[src/rtl/smb_host_ctl.sv]
module smb_host_ctl #(
  parameter int          QCYC      = 250,
  parameter int          TO_CYC    = 3500000,
  parameter int          POLL_GAP  = 1000000,
  parameter logic [6:0]  POLL_ADDR = 7'h18,
  parameter logic [7:0]  POLL_REG  = 8'h05
) (
  input  logic        clk,
  input  logic        rst_n,
  input  logic        reg_we,
  input  logic [1:0]  reg_addr,
  input  logic [31:0] reg_wdata,
  output logic [31:0] reg_rdata,
  output logic        scl_oe,
  input  logic        scl_in,
  output logic        sda_oe,
  input  logic        sda_in
);
  localparam int DW = $clog2(QCYC + 1);
  localparam int TW = $clog2(TO_CYC + 1);
  localparam int PW = $clog2(POLL_GAP + 1);

  typedef enum logic [1:0] {S_IDLE, S_STA, S_BIT, S_STO} st_t;

  st_t         st;
  logic [1:0]  q;
  logic [DW-1:0] div;
  logic [3:0]  bitn;
  logic [2:0]  stp;
  logic [7:0]  sh, rx0;
  logic [15:0] wdat, rdat, pdat;
  logic [6:0]  taddr;
  logic [7:0]  tcmd;
  logic        t_word, t_wr, t_poll, t_smb, t_bad;
  logic [3:0]  c_hi;
  logic        c_ckok, c_wrdis, c_poll, c_smb;
  logic        f_rdv, f_wrd, f_err;
  logic        sda_r;
  logic [TW-1:0] tocnt;
  logic [PW-1:0] pcnt;

  logic busy, cmd_wr, trig, poll_go, hold, tick, rx_step, sda_want;
  logic [2:0] last_stp;
  logic [7:0] wb_first, wb_second;
  logic [15:0] result;
  logic unused_ok;

  assign unused_ok = reg_wdata[30];
  assign busy     = (st != S_IDLE);
  assign cmd_wr   = reg_we && (reg_addr == 2'd1);
  assign trig     = cmd_wr && reg_wdata[31] && !busy && c_ckok && !(reg_wdata[27] && c_wrdis);
  assign poll_go  = !busy && !cmd_wr && c_poll && c_ckok && (pcnt == PW'(POLL_GAP - 1));
  assign scl_oe   = busy && !q[1];
  assign sda_oe   = sda_r;
  assign hold     = busy && q[1] && !scl_in;
  assign tick     = busy && (div == DW'(QCYC - 1)) && !hold;
  assign last_stp = t_wr ? (3'd2 + {2'b0, t_word}) : (3'd3 + {2'b0, t_word});
  assign rx_step  = !t_wr && (stp >= 3'd3);
  assign wb_first  = (!t_word || t_smb) ? wdat[7:0] : wdat[15:8];
  assign wb_second = t_smb ? wdat[15:8] : wdat[7:0];
  assign result   = !t_word ? {8'h00, rx0} : (t_smb ? {sh, rx0} : {rx0, sh});

  function automatic logic [7:0] tx_byte(input logic [2:0] s);
    case (s)
      3'd0:    return {taddr, 1'b0};
      3'd1:    return tcmd;
      3'd2:    return t_wr ? wb_first : {taddr, 1'b1};
      default: return wb_second;
    endcase
  endfunction

  always_comb begin
    case (st)
      S_STA:   sda_want = (q == 2'd2);
      S_STO:   sda_want = (q != 2'd2);
      S_BIT:   sda_want = (bitn != 4'd8) ? (!rx_step && !sh[7])
                                         : (rx_step && (stp != last_stp));
      default: sda_want = 1'b0;
    endcase
  end

  always_comb begin
    case (reg_addr)
      2'd0:    reg_rdata = {c_hi, c_ckok, c_wrdis, 16'h0, c_poll, c_smb, 8'h0};
      2'd2:    reg_rdata = {f_rdv, f_wrd, f_err, busy, 12'h0, rdat};
      2'd3:    reg_rdata = {16'h0, pdat};
      default: reg_rdata = 32'h0;
    endcase
  end

  always_ff @(posedge clk) begin
    if (!rst_n) begin
      st <= S_IDLE; q <= '0; div <= '0; bitn <= '0; stp <= '0;
      sh <= '0; rx0 <= '0; wdat <= '0; rdat <= '0; pdat <= '0;
      taddr <= '0; tcmd <= '0; t_word <= 1'b0; t_wr <= 1'b0;
      t_poll <= 1'b0; t_smb <= 1'b0; t_bad <= 1'b0;
      c_hi <= '0; c_ckok <= 1'b0; c_wrdis <= 1'b0; c_poll <= 1'b0; c_smb <= 1'b0;
      f_rdv <= 1'b0; f_wrd <= 1'b0; f_err <= 1'b0; sda_r <= 1'b0;
      tocnt <= '0; pcnt <= '0;
    end else begin
      if (reg_we && reg_addr == 2'd0) begin
        c_hi    <= reg_wdata[31:28];
        c_ckok  <= reg_wdata[27];
        c_wrdis <= reg_wdata[26];
        c_poll  <= reg_wdata[9];
        c_smb   <= reg_wdata[8];
      end

      tocnt <= busy ? tocnt + 1'b1 : '0;
      if (busy || !c_poll || !c_ckok || poll_go) pcnt <= '0;
      else pcnt <= pcnt + 1'b1;

      if (!busy || tick) div <= '0;
      else if (!hold) div <= div + 1'b1;

      if (trig || poll_go) begin
        st     <= S_STA;
        q      <= 2'd0;
        stp    <= 3'd0;
        t_bad  <= 1'b0;
        t_smb  <= c_smb;
        t_poll <= !trig;
        taddr  <= trig ? {c_hi, reg_wdata[26:24]} : POLL_ADDR;
        tcmd   <= trig ? reg_wdata[23:16] : POLL_REG;
        wdat   <= reg_wdata[15:0];
        t_word <= trig ? reg_wdata[29] : 1'b1;
        t_wr   <= trig && reg_wdata[27];
        if (trig) begin
          f_err <= 1'b0;
          if (reg_wdata[27]) f_wrd <= 1'b0;
          else f_rdv <= 1'b0;
        end
      end else if (busy && tocnt == TW'(TO_CYC - 1)) begin
        st    <= S_IDLE;
        sda_r <= 1'b0;
        if (!t_poll) f_err <= 1'b1;
      end else if (tick) begin
        if (q != 2'd3) begin
          q     <= q + 1'b1;
          sda_r <= sda_want;
        end else begin
          q <= 2'd0;
          case (st)
            S_STA: begin
              st   <= S_BIT;
              bitn <= 4'd0;
              sh   <= tx_byte(stp);
            end
            S_BIT: begin
              if (bitn != 4'd8) begin
                sh   <= {sh[6:0], sda_in};
                bitn <= bitn + 1'b1;
              end else begin
                if (rx_step && stp == 3'd3) rx0 <= sh;
                if (!rx_step && sda_in) begin
                  t_bad <= 1'b1;
                  st    <= S_STO;
                end else if (stp == last_stp) begin
                  st <= S_STO;
                end else begin
                  stp <= stp + 1'b1;
                  if (!t_wr && stp == 3'd1) st <= S_STA;
                  else begin
                    bitn <= 4'd0;
                    sh   <= tx_byte(3'(stp + 1'b1));
                  end
                end
              end
            end
            S_STO: begin
              st <= S_IDLE;
              if (t_poll) begin
                if (!t_bad) pdat <= result;
              end else begin
                f_err <= t_bad;
                if (t_wr) f_wrd <= 1'b1;
                else begin
                  f_rdv <= 1'b1;
                  if (!t_bad) rdat <= result;
                end
              end
            end
            default: st <= S_IDLE;
          endcase
        end
      end
    end
  end


  idle_lines_chk: assert property (@(posedge clk) disable iff (!rst_n)
    !busy |-> (!scl_oe && !sda_oe));


  start_busy_chk: assert property (@(posedge clk) disable iff (!rst_n)
    (reg_we && reg_addr == 2'd1 && reg_wdata[31] && !busy && c_ckok && !reg_wdata[27]) |=> busy);


  rdv_kept_chk: assert property (@(posedge clk) disable iff (!rst_n)
    (busy && t_wr) |-> $stable(f_rdv));


  byte_hi_zero_chk: assert property (@(posedge clk) disable iff (!rst_n)
    ($rose(f_rdv) && !$past(t_word) && !$past(t_bad)) |-> (rdat[15:8] == 8'h00));


  err_from_bus_chk: assert property (@(posedge clk) disable iff (!rst_n)
    $rose(f_err) |-> $past(busy));


  abandon_chk: assert property (@(posedge clk) disable iff (!rst_n)
    (busy && !t_poll && tocnt == TW'(TO_CYC - 1) && !cmd_wr) |=> (f_err && !busy));


  wr_block_chk: assert property (@(posedge clk) disable iff (!rst_n)
    (reg_we && reg_addr == 2'd1 && reg_wdata[31] && reg_wdata[27] && c_wrdis && !busy) |=> !busy);
endmodule

[config.mk]
export PLATFORM = sky130hd
export DESIGN_NAME = smb_host_ctl
export DESIGN_NICKNAME = d
export VERILOG_FILES = /design/src/rtl/smb_host_ctl.sv
export SDC_FILE = /design/constraint.sdc
export NUM_CORES = 1
export LEC_CHECK = 0
export BUFFER_PORTS_ARGS = -buffer_cell sky130_fd_sc_hd__buf_2
export CAP_MARGIN = 20
export CORE_ASPECT_RATIO = 1.5
export CORE_MARGIN = 10
export CORE_UTILIZATION = 60
export DETAILED_ROUTE_END_ITERATION = 10
export GPL_TIMING_DRIVEN = 0
export PLACE_DENSITY = 0.8
export SYNTH_ARGS = -nofsm -noshare
export SYNTH_HDL_FRONTEND = slang
export SYNTH_SLANG_ARGS = --single-unit
[constraint.sdc]
create_clock -name clk -period 3.4 [get_ports clk]
set_input_delay 0 -clock clk [delete_from_list [all_inputs] [get_ports clk]]
set_output_delay 0 -clock clk [all_outputs]
set_load 0.01 [all_outputs]
==> After elaboration in Yosys (flattened, before gate mapping) <==
Index checks and enable logic that the tools add are counted.
{ "totals": {"register_bits": 157, "out_inout_bits": 34} }
{ "classes": {"n_mux": 63, "n_addsub": 8, "n_reduce_logical": 73, "n_eq_ne": 37, "n_lt_le_gt_ge": 1, "n_bitwise": 10} }
{ "ops": {"columns": ["operator", "count"], "rows": [
  ["case mux 32 bit (3 select lines)", 1],
  ["two-way mux 8 bit", 8],
  ["case mux 8 bit (3 select lines)", 2],
  ["two-way mux 1 bit", 35],
  ["two-way mux 16 bit", 2],
  ["AND reduction 8 bit", 4],
  ["logical AND 1 bit", 24],
  ["adder 22 x 1 -> 22 bit, second input constant", 1],
  ["== test 22 bit, second input constant", 1],
  ["AND reduction 7 bit", 3],
  ["adder 20 x 1 -> 20 bit, second input constant", 1],
  ["== test 20 bit, second input constant", 1],
  ["two-way mux 4 bit", 4],
  ["inequality test 2 bit, second input constant", 8],
  ["case mux 8 bit (2 select lines)", 1],
  ["inequality test 3 bit, second input constant", 5],
  ["nonzero test 2 bit", 7],
  ["zero test 1 bit", 13],
  ["inequality test 4 bit, second input constant", 3],
  ["AND reduction 6 bit", 2],
  ["== test 2 bit, second input constant", 5],
  ["two-way mux 2 bit", 5],
  ["inverter 1 bit", 10],
  ["== test 3 x 2 -> 1 bit, second input constant", 3],
  ["other kinds (28)", 43]
]} }

==> Logic depth before layout (Yosys ltp) <==
Gate-level depths: netlist of run 1.
{ "logic_depth": {"ltp_word": 11, "ltp_mapped": 10, "mapped_depth_nobuf": 8} }

==> Worst setup path before layout of run 1 <==
OpenSTA, ideal clock, no wires.
{ "synth_timing": {"path_type": "register -> register", "start": "register stp[0]", "end": "register sh[1]", "slack_ps": 1077, "arrival_time_ps": 2198, "required_ps": 3276, "stages_incl_launch_ff": 9, "path_buffers": 2, "path_cell_list": "dfxtp_1 -> inv_1 -> ha_1 -> clkbuf_1 -> o31ai_1 -> clkbuf_1 -> a21oi_1 -> a221oi_1 -> a21oi_1"} }
{ "synth_via": {"elab_chain_cells": 8, "elab_cells_between_ends": 24, "cone_classes": "1 x add/sub; 1 x order compare; 8 x eq/ne; 7 x mux; 7 x reduce/logical"} }
{ "synth_rtl": {"columns": ["item", "line_no", "text"], "rows": [
  ["from (decl)", "29", "logic [2:0] stp;"],
  ["from (signal assigned)", "161", "stp <= stp + 1'b1;"],
  ["adder 3 x 1 -> 3 bit", "165", "sh <= tx_byte(3'(stp + 1'b1));"],
  ["== test 3 x 2 -> 1 bit (tied with other cells)", "64", "case (s)"],
  ["case mux 8 bit (3 select lines)", "64", null],
  ["two-way mux 8 bit", "162", "if (!t_wr && stp == 3'd1) st <= S_STA;"],
  ["two-way mux 8 bit", "158", "end else if (stp == last_stp) begin"],
  ["two-way mux 8 bit", "155", "if (!rx_step && sda_in) begin"],
  ["two-way mux 8 bit", "150", "if (bitn != 4'd8) begin"],
  ["case mux 8 bit (2 select lines)", "143", "case (st)"],
  ["to (signal assigned)", "147", "sh <= tx_byte(stp);"],
  ["to (signal assigned)", "151", "sh <= {sh[6:0], sda_in};"],
  ["to (signal assigned)", "165", null],
  ["to (decl)", "30", "logic [7:0] sh, rx0;"]
]} }
Several ways; a longest one is shown, not always the timed one. The select of a mux whose other input is x is not followed.
A chain may end at the register's enable or synchronous reset.

==> Worst setup path in the final report of run 1 <==
{ "layout_timing": {"start": "register stp[0]", "end": "register sh[7]"} }
The elaborated chain is that of the path after synthesis.

==> metrics.txt, run 1 <==
total of max-cap violations=0; Synth Area in Adders=0.0353; initial antenna violation count=0; Vert. Die Dim=163 um; met2 Use GR=0.412; clk_lat worst skew=0.43 ns; most frequent cells in the layout=dfxtp_1 (157), nand2_1 (150), nor2_1 (80); fmax=334 MHz; worst path cell trace=inv_1 -> ha_1 -> clkbuf_1 -> o31ai_1 -> clkbuf_1 -> a221oi_1 -> nor4_1 -> nor2_1; htree depth=4; post-cts resize count=0; Post-synth top flop=dfxtp_1; met1 Use GR=0.257; RSZ-0062 raised after global routing=no; fillers=1,090; Hold Buf Count CTS=33; pre-CTS setup slack=0.544 ns; Syn Inst Count=around 970; internal power=2.89 mW; DR pass1 iterations=5; r2r setup slk=0.40 ns; post-synthesis async set-or-reset flop share=0; routed len/inst=17.5 um; TritonCTS sink count=roughly 160; Root Buffer=clkbuf_16; final worst path period share=0.881; Synth Area in XOR/XNOR=0.0463; Slew HR=0.399; EDFF count, synth=0; startpoint types=flop; CP endpoint kind=flop; most used cell, CP=clkbuf_1; Gate power share=0.039; largest family of logic cells by synthesized area=simple AND/OR/NAND/NOR gates; WHS=0.0575 ns; I/O Buffers=60; final antenna-violating net count=0; global route overflow=0; leakage power=between 3 and 4 nW; total number of vias=7,464; row cnt=52; GR met3 Demand/Resource=0.0424; Worst Hold Class=in2reg; CP max-delay cell=o31ai_1; share of layout cells above drive strength 1=0.163; Switch Pwr=0.935 mW; Synth cell types=70; largest net degree at the start of global routing=17; clock slew at reported path FFs=0.07 ns; routability cong.=around 0.96; DRC Markers=0; Syn-to-layout area delta=17.6%; Worst-Margin Slew=about 0.89 ns; Netlist Area Pre-Place=8140 um^2; largest stage delay on the critical path=0.81 ns; most common cell after layout, fill and taps aside=dfxtp_1; Clock Power Share=0.479; Diodes inserted=0; Worst VDD drop=419 uV; maximum buffer depth of the clock tree=2; min setup slack post-route=0.404 ns; power per cell area=400 nW/um^2; outcome=complete, no violations; Fin Clk Skew=~0.012 ns; TritonCTS clock tree=built; gr usage total=0.233; Die W=~120 um; Compound-Gate Fraction of Synth Area=0.161; initial drt markers=between 500 and 600; I/O pin count=73; Final #Nets=1,157; sw frac=0.244; Yosys reg bits=157; final hold viol count=0; post-CTS setup buffer count=0; dpl hpwl=between 15,000 and 20,000 um; Worst Path Class, Setup=reg2reg; multiplexer share of the synthesized area=0.0578; Post-Synth Simple-Gate Area=0.260; Via density=5.88; max-slew violations=0; synth warn=0; largest fanout on the critical path=10; vias in the first global route=7,173; sequential share of power=0.482; Mean Syn Cell Area=between 8 and 9 um^2; final setup violation count=0; fin util=0.714; Die Area=18,700 um^2; Total Wirelength=roughly 22,000 um; fin crit period=3.00 ns; Seq/Total Area, Yosys=0.386; Arr. time, crit path=3.31 ns; GRT busiest layer=met2; setup TNS=0 ns; global-route wire length before repair=about 36,000 um; total CTS buffers=17; Starting Density=0.608; Core Region=about 13,000 um^2; CP required=3.71 ns
critical path: cells and delay by family, from the launching register on:
| kind | cells | cell delay (ns) |
|---|---|---|
| compound gates | 2 | 0.98 |
| fa+ha+maj | 1 | 0.21 |
| buf+inv | 3 | 0.80 |
| flops | 1 | 0.52 |
| simple gates | 2 | 0.36 |
per-layer routing:
layer / wire length [um] / share of wire / vias to the layer above
met3: 1110 / 0.050 / 64
met5: 0 / 0 / -
li1: - / - / 3645
met4: 1010 / 0.045 / 0
met2: 11400 / 0.52 / 293
met1: 8640 / 0.39 / 3462
cell type report:
class,instances,area (um^2),area share
clock buffers,19,443,0.0463
multi-input cells,738,4600,0.480
plain buffers,70,368,0.0384
clock inverters,13,120,0.0125
repair buffers,93,631,0.0659
well taps,162,203,0.0212
flip-flops and latches,157,3140,0.328
inverters,18,67.6,0.00706
flip-flops by register name (all words and copies together) (netlist names), 16 cells and up:
register / flops
tocnt: 22
pdat: 16
rdat: 16
pcnt: 20
wdat: 16
final timing paths:
path              startpoint  endpoint  cells after the start
hold reg to reg      rdat[3]   rdat[3]                      2
hold / removal         rst_n  tocnt[7]                      3
setup reg to reg      stp[0]     sh[7]                      8
setup / recovery      stp[0]     sh[7]                      8
through the flow:
| step | cells | power, mW | cell area [um^2] |
|---|---|---|---|
| detailed placement | 1205 | 2.00 | 8680 |
| global route | 1270 | 3.93 | 9570 |
| finish | 1270 | 3.83 | 9570 |
| global placement | 1205 | 2.00 | 8680 |
| CTS | 1270 | 3.84 | 9570 |
| floorplan | 983 | 1.95 | 8180 |
Yosys cell counts, types with 5 or more instances:
| library cell | count | area, um^2 |
|---|---|---|
| a21oi_1 | 74 | 370 |
| xor2_1 | 26 | 228 |
| o21ai_0 | 32 | 160 |
| inv_1 | 16 | 60.1 |
| o21ai_2 | 18 | 158 |
| dfxtp_1 | 157 | 3140 |
| buf_1 | 8 | 30.0 |
| mux2_2 | 8 | 90.1 |
| nand3_1 | 54 | 270 |
| nor2_1 | 80 | 300 |
| buf_4 | 11 | 82.6 |
| o21ai_1 | 14 | 70.1 |
| mux2i_1 | 38 | 380 |
| ha_1 | 23 | 288 |
| buf_6 | 7 | 78.8 |
| nor3_1 | 10 | 50.1 |
| and3_1 | 16 | 100 |
| clkbuf_1 | 35 | 131 |
| nand2b_1 | 7 | 43.8 |
| nor2b_1 | 18 | 113 |
| a211oi_1 | 9 | 67.6 |
| or3_1 | 12 | 75.1 |
| nand4_1 | 9 | 56.3 |
| a221o_1 | 6 | 60.1 |
| buf_2 | 9 | 45.0 |
| xnor2_1 | 17 | 149 |
| a221oi_1 | 15 | 131 |
| o31ai_1 | 5 | 37.5 |
| nand3_2 | 21 | 210 |
| nand2_1 | 150 | 563 |
| and2_1 | 9 | 56.3 |
power by group through the flow:
stage / combinational [mW] / clock [mW] / sequential (mW)
floorplan: 0.0663 / 0 / 1.89
global placement: 0.114 / 0 / 1.89
detailed placement: 0.115 / 0 / 1.89
CTS: 0.145 / 1.84 / 1.85
global route: 0.159 / 1.92 / 1.85
finish: 0.148 / 1.84 / 1.85
cell families (layout without fill, tap and decap cells):
kind of cell,count (synthesis),count (layout)
adder cells (fa/ha/maj),23,23
flip-flops,157,157
XOR/XNOR,43,43
multiplexers,46,46
AND/OR/NAND/NOR,414,414
AO/OA/AOI/OAI,202,202
buffers and inverters,88,213
other,1,10
Note: power is estimated with default switching activity, not from simulation.
==> inputs of run 2 (changes only) <==
--- a/config.mk
+++ b/config.mk
@@ -8,10 +8,12 @@
 export BUFFER_PORTS_ARGS = -buffer_cell sky130_fd_sc_hd__buf_2
 export CAP_MARGIN = 20
+export CELL_PAD_IN_SITES_DETAIL_PLACEMENT = 2
+export CELL_PAD_IN_SITES_GLOBAL_PLACEMENT = 2
 export CORE_ASPECT_RATIO = 1.5
 export CORE_MARGIN = 10
-export CORE_UTILIZATION = 60
+export CORE_UTILIZATION = 36
 export DETAILED_ROUTE_END_ITERATION = 10
 export GPL_TIMING_DRIVEN = 0
-export PLACE_DENSITY = 0.8
+export PLACE_DENSITY_LB_ADDON = 0.1
 export SYNTH_ARGS = -nofsm -noshare
 export SYNTH_HDL_FRONTEND = slang
==> constraint.sdc (replaced) <==
create_clock -name clk -period 3.4 [get_ports clk]
set_input_delay 0.17 -clock clk [delete_from_list [all_inputs] [get_ports clk]]
set_output_delay 0.17 -clock clk [all_outputs]
set_load 0.01 [all_outputs]
==> run 2 against run 1 <==
  * Final area is 0.95% higher
  * Sequential share of layout area is 0.31 points lower
  * Count of clock-buffer cells in the layout is 1 lower
  * Core utilization is 28 points lower
  * Via count is 1.0% lower
  * Register-to-register slack worse by 0.23 ns
  * First-iteration DRC count is 51% lower
  * Critical path type unchanged
  * Largest cell class unchanged
==> metrics.txt, run 2 (synthesized netlist as in run 1, its figures left out) <==
Hold Path End=c_hi[2]; initial drt markers=~250; DR pass1 iterations=4; dpl hpwl=21,700 um; total CTS buffers=17; post-cts resize count=0; Die W=143 um; final worst path period share=0.948; final antenna-violating net count=0; Hold Buf Count CTS=23; I/O Buffers=60; largest fanout on the critical path=10; Die Area=around 29,000 um^2; outcome=complete, no violations; post-CTS setup buffer count=0; total number of vias=between 7,000 and 8,000; largest net degree at the start of global routing=17; Clock Power Share=0.502; RSZ-0062 raised after global routing=no; Root Buffer=clkbuf_16; clock slew at reported path FFs=0.06 ns; Worst Path Class, Setup=reg2reg; fmax=310 MHz; Via density=roughly 5.4; Vert. Die Dim=a little over 200 um; final setup violation count=0; sw frac=0.221; Worst Hold Class=in2reg; Largest regs=tocnt: 22 flops, pcnt: 20 flops; HP Start=reg_wdata[30]; setup TNS=0 ns; leakage power=approximately 3.5 nW; final hold viol count=0; most common cell after layout, fill and taps aside=dfxtp_1; Fin Clk Skew=approximately 0.012 ns; Syn-to-layout area delta=18.7%; Worst-Margin Slew=about 1 ns; global route overflow=0; global-route wire length before repair=45,300 um; vias in the first global route=8,243; internal power=a little over 3 mW; Core Region=about 22,000 um^2; fin util=0.433; row cnt=between 60 and 70; htree depth=4; fin crit period=~3.2 ns; I/O pin count=73; Arr. time, crit path=around 3.5 ns; power per cell area=415 nW/um^2; clk_lat worst skew=0.44 ns; routability cong.=about 0.83; maximum buffer depth of the clock tree=2; routed len/inst=between 20 and 25 um; Total Wirelength=~28,000 um; startpoint types=flop; CP required=3.71 ns; max-slew violations=0; most frequent cells in the layout=dfxtp_1 (157), nand2_1 (150), nor2_1 (80); TritonCTS sink count=157; max reg flops=22; total of max-cap violations=0; r2r setup slk=0.18 ns; Gate power share=0.037; CP endpoint kind=flop; Worst VDD drop=321 uV; Starting Density=0.365; Switch Pwr=slightly below 0.9 mW; share of layout cells above drive strength 1=0.163; fillers=around 2,600; TritonCTS clock tree=built; sequential share of power=0.461; Diodes inserted=0; most flop-heavy register=tocnt; Reg2Reg Capture Point=sh[7]; gr usage total=0.199; Slew HR=0.323; R2R Path Start=stp[0]; initial antenna violation count=0; Final #Nets=1,148; DRC Markers=0; worst reg2reg path depth=8; hold-critical path depth=3
## run 2: per-layer routing
metal / vias to the layer above / GRT usage / share of wire
li1: 3618 / - / -
met3: 30 / 0.0337 / 0.025
met2: 80 / 0.386 / 0.57
met4: 0 / 0.0673 / 0.020
met5: - / 0 / 0
met1: 3661 / 0.208 / 0.38
## run 2: per-stage QoR
step	setup WS [ns]	power [mW]	hold slack [ns]	std cells	area, um^2
2_1_floorplan	1.08	1.95	0.306	983	8180
3_3_place_gp	0.330	2.01	0.420	1319	8820
3_5_place_dp	0.250	2.02	0.426	1319	8820
4_1_cts	0.246	4.05	0.000588	1372	9650
5_1_grt	0.00166	4.14	0.0141	1373	9660
6_report	0.177	4.01	0.0130	1373	9660
## run 2: how the worst max path moves through the flow
| stage | slack [ns] | from | cells after the start | endpoint |
|---|---|---|---|---|
| 3_5_place_dp | 0.25 | stp[0] | 8 | sh[7] |
| 5_1_grt | 0.002 | stp[0] | 8 | sh[4] |
| 4_1_cts | 0.25 | stp[0] | 8 | sh[7] |
| 2_1_floorplan | 1.08 | stp[0] | 8 | sh[1] |
| 6_report | 0.18 | stp[0] | 8 | sh[7] |
| 3_3_place_gp | 0.33 | stp[0] | 8 | sh[7] |
## run 2: layout make-up
class,count,area [um^2],area share
multi-input combinational,738,4600,0.476
clock inverter,12,173,0.0179
clock buffer,18,429,0.0444
inverter,18,67.6,0.00699
sequential,157,3140,0.325
tap,276,345,0.0357
timing repair buffer,84,541,0.0559
buffer,70,368,0.0381
## run 2: power by group through the flow
stage / combinational, mW / sequential (mW) / clock [mW]
6_report: 0.149 / 1.85 / 2.01
5_1_grt: 0.163 / 1.85 / 2.13
4_1_cts: 0.149 / 1.85 / 2.05
3_5_place_dp: 0.127 / 1.89 / 0
3_3_place_gp: 0.126 / 1.89 / 0
2_1_floorplan: 0.0663 / 1.89 / 0
## run 2: critical path, cell delays in order, from the launching register on
cell and delay (ns):
dfxtp_1 0.53, inv_1 0.13, ha_1 0.21, clkbuf_1 0.22
o31ai_1 0.90, clkbuf_1 0.51, a221oi_1 0.16, nor4_1 0.38
nor2_1 0.07
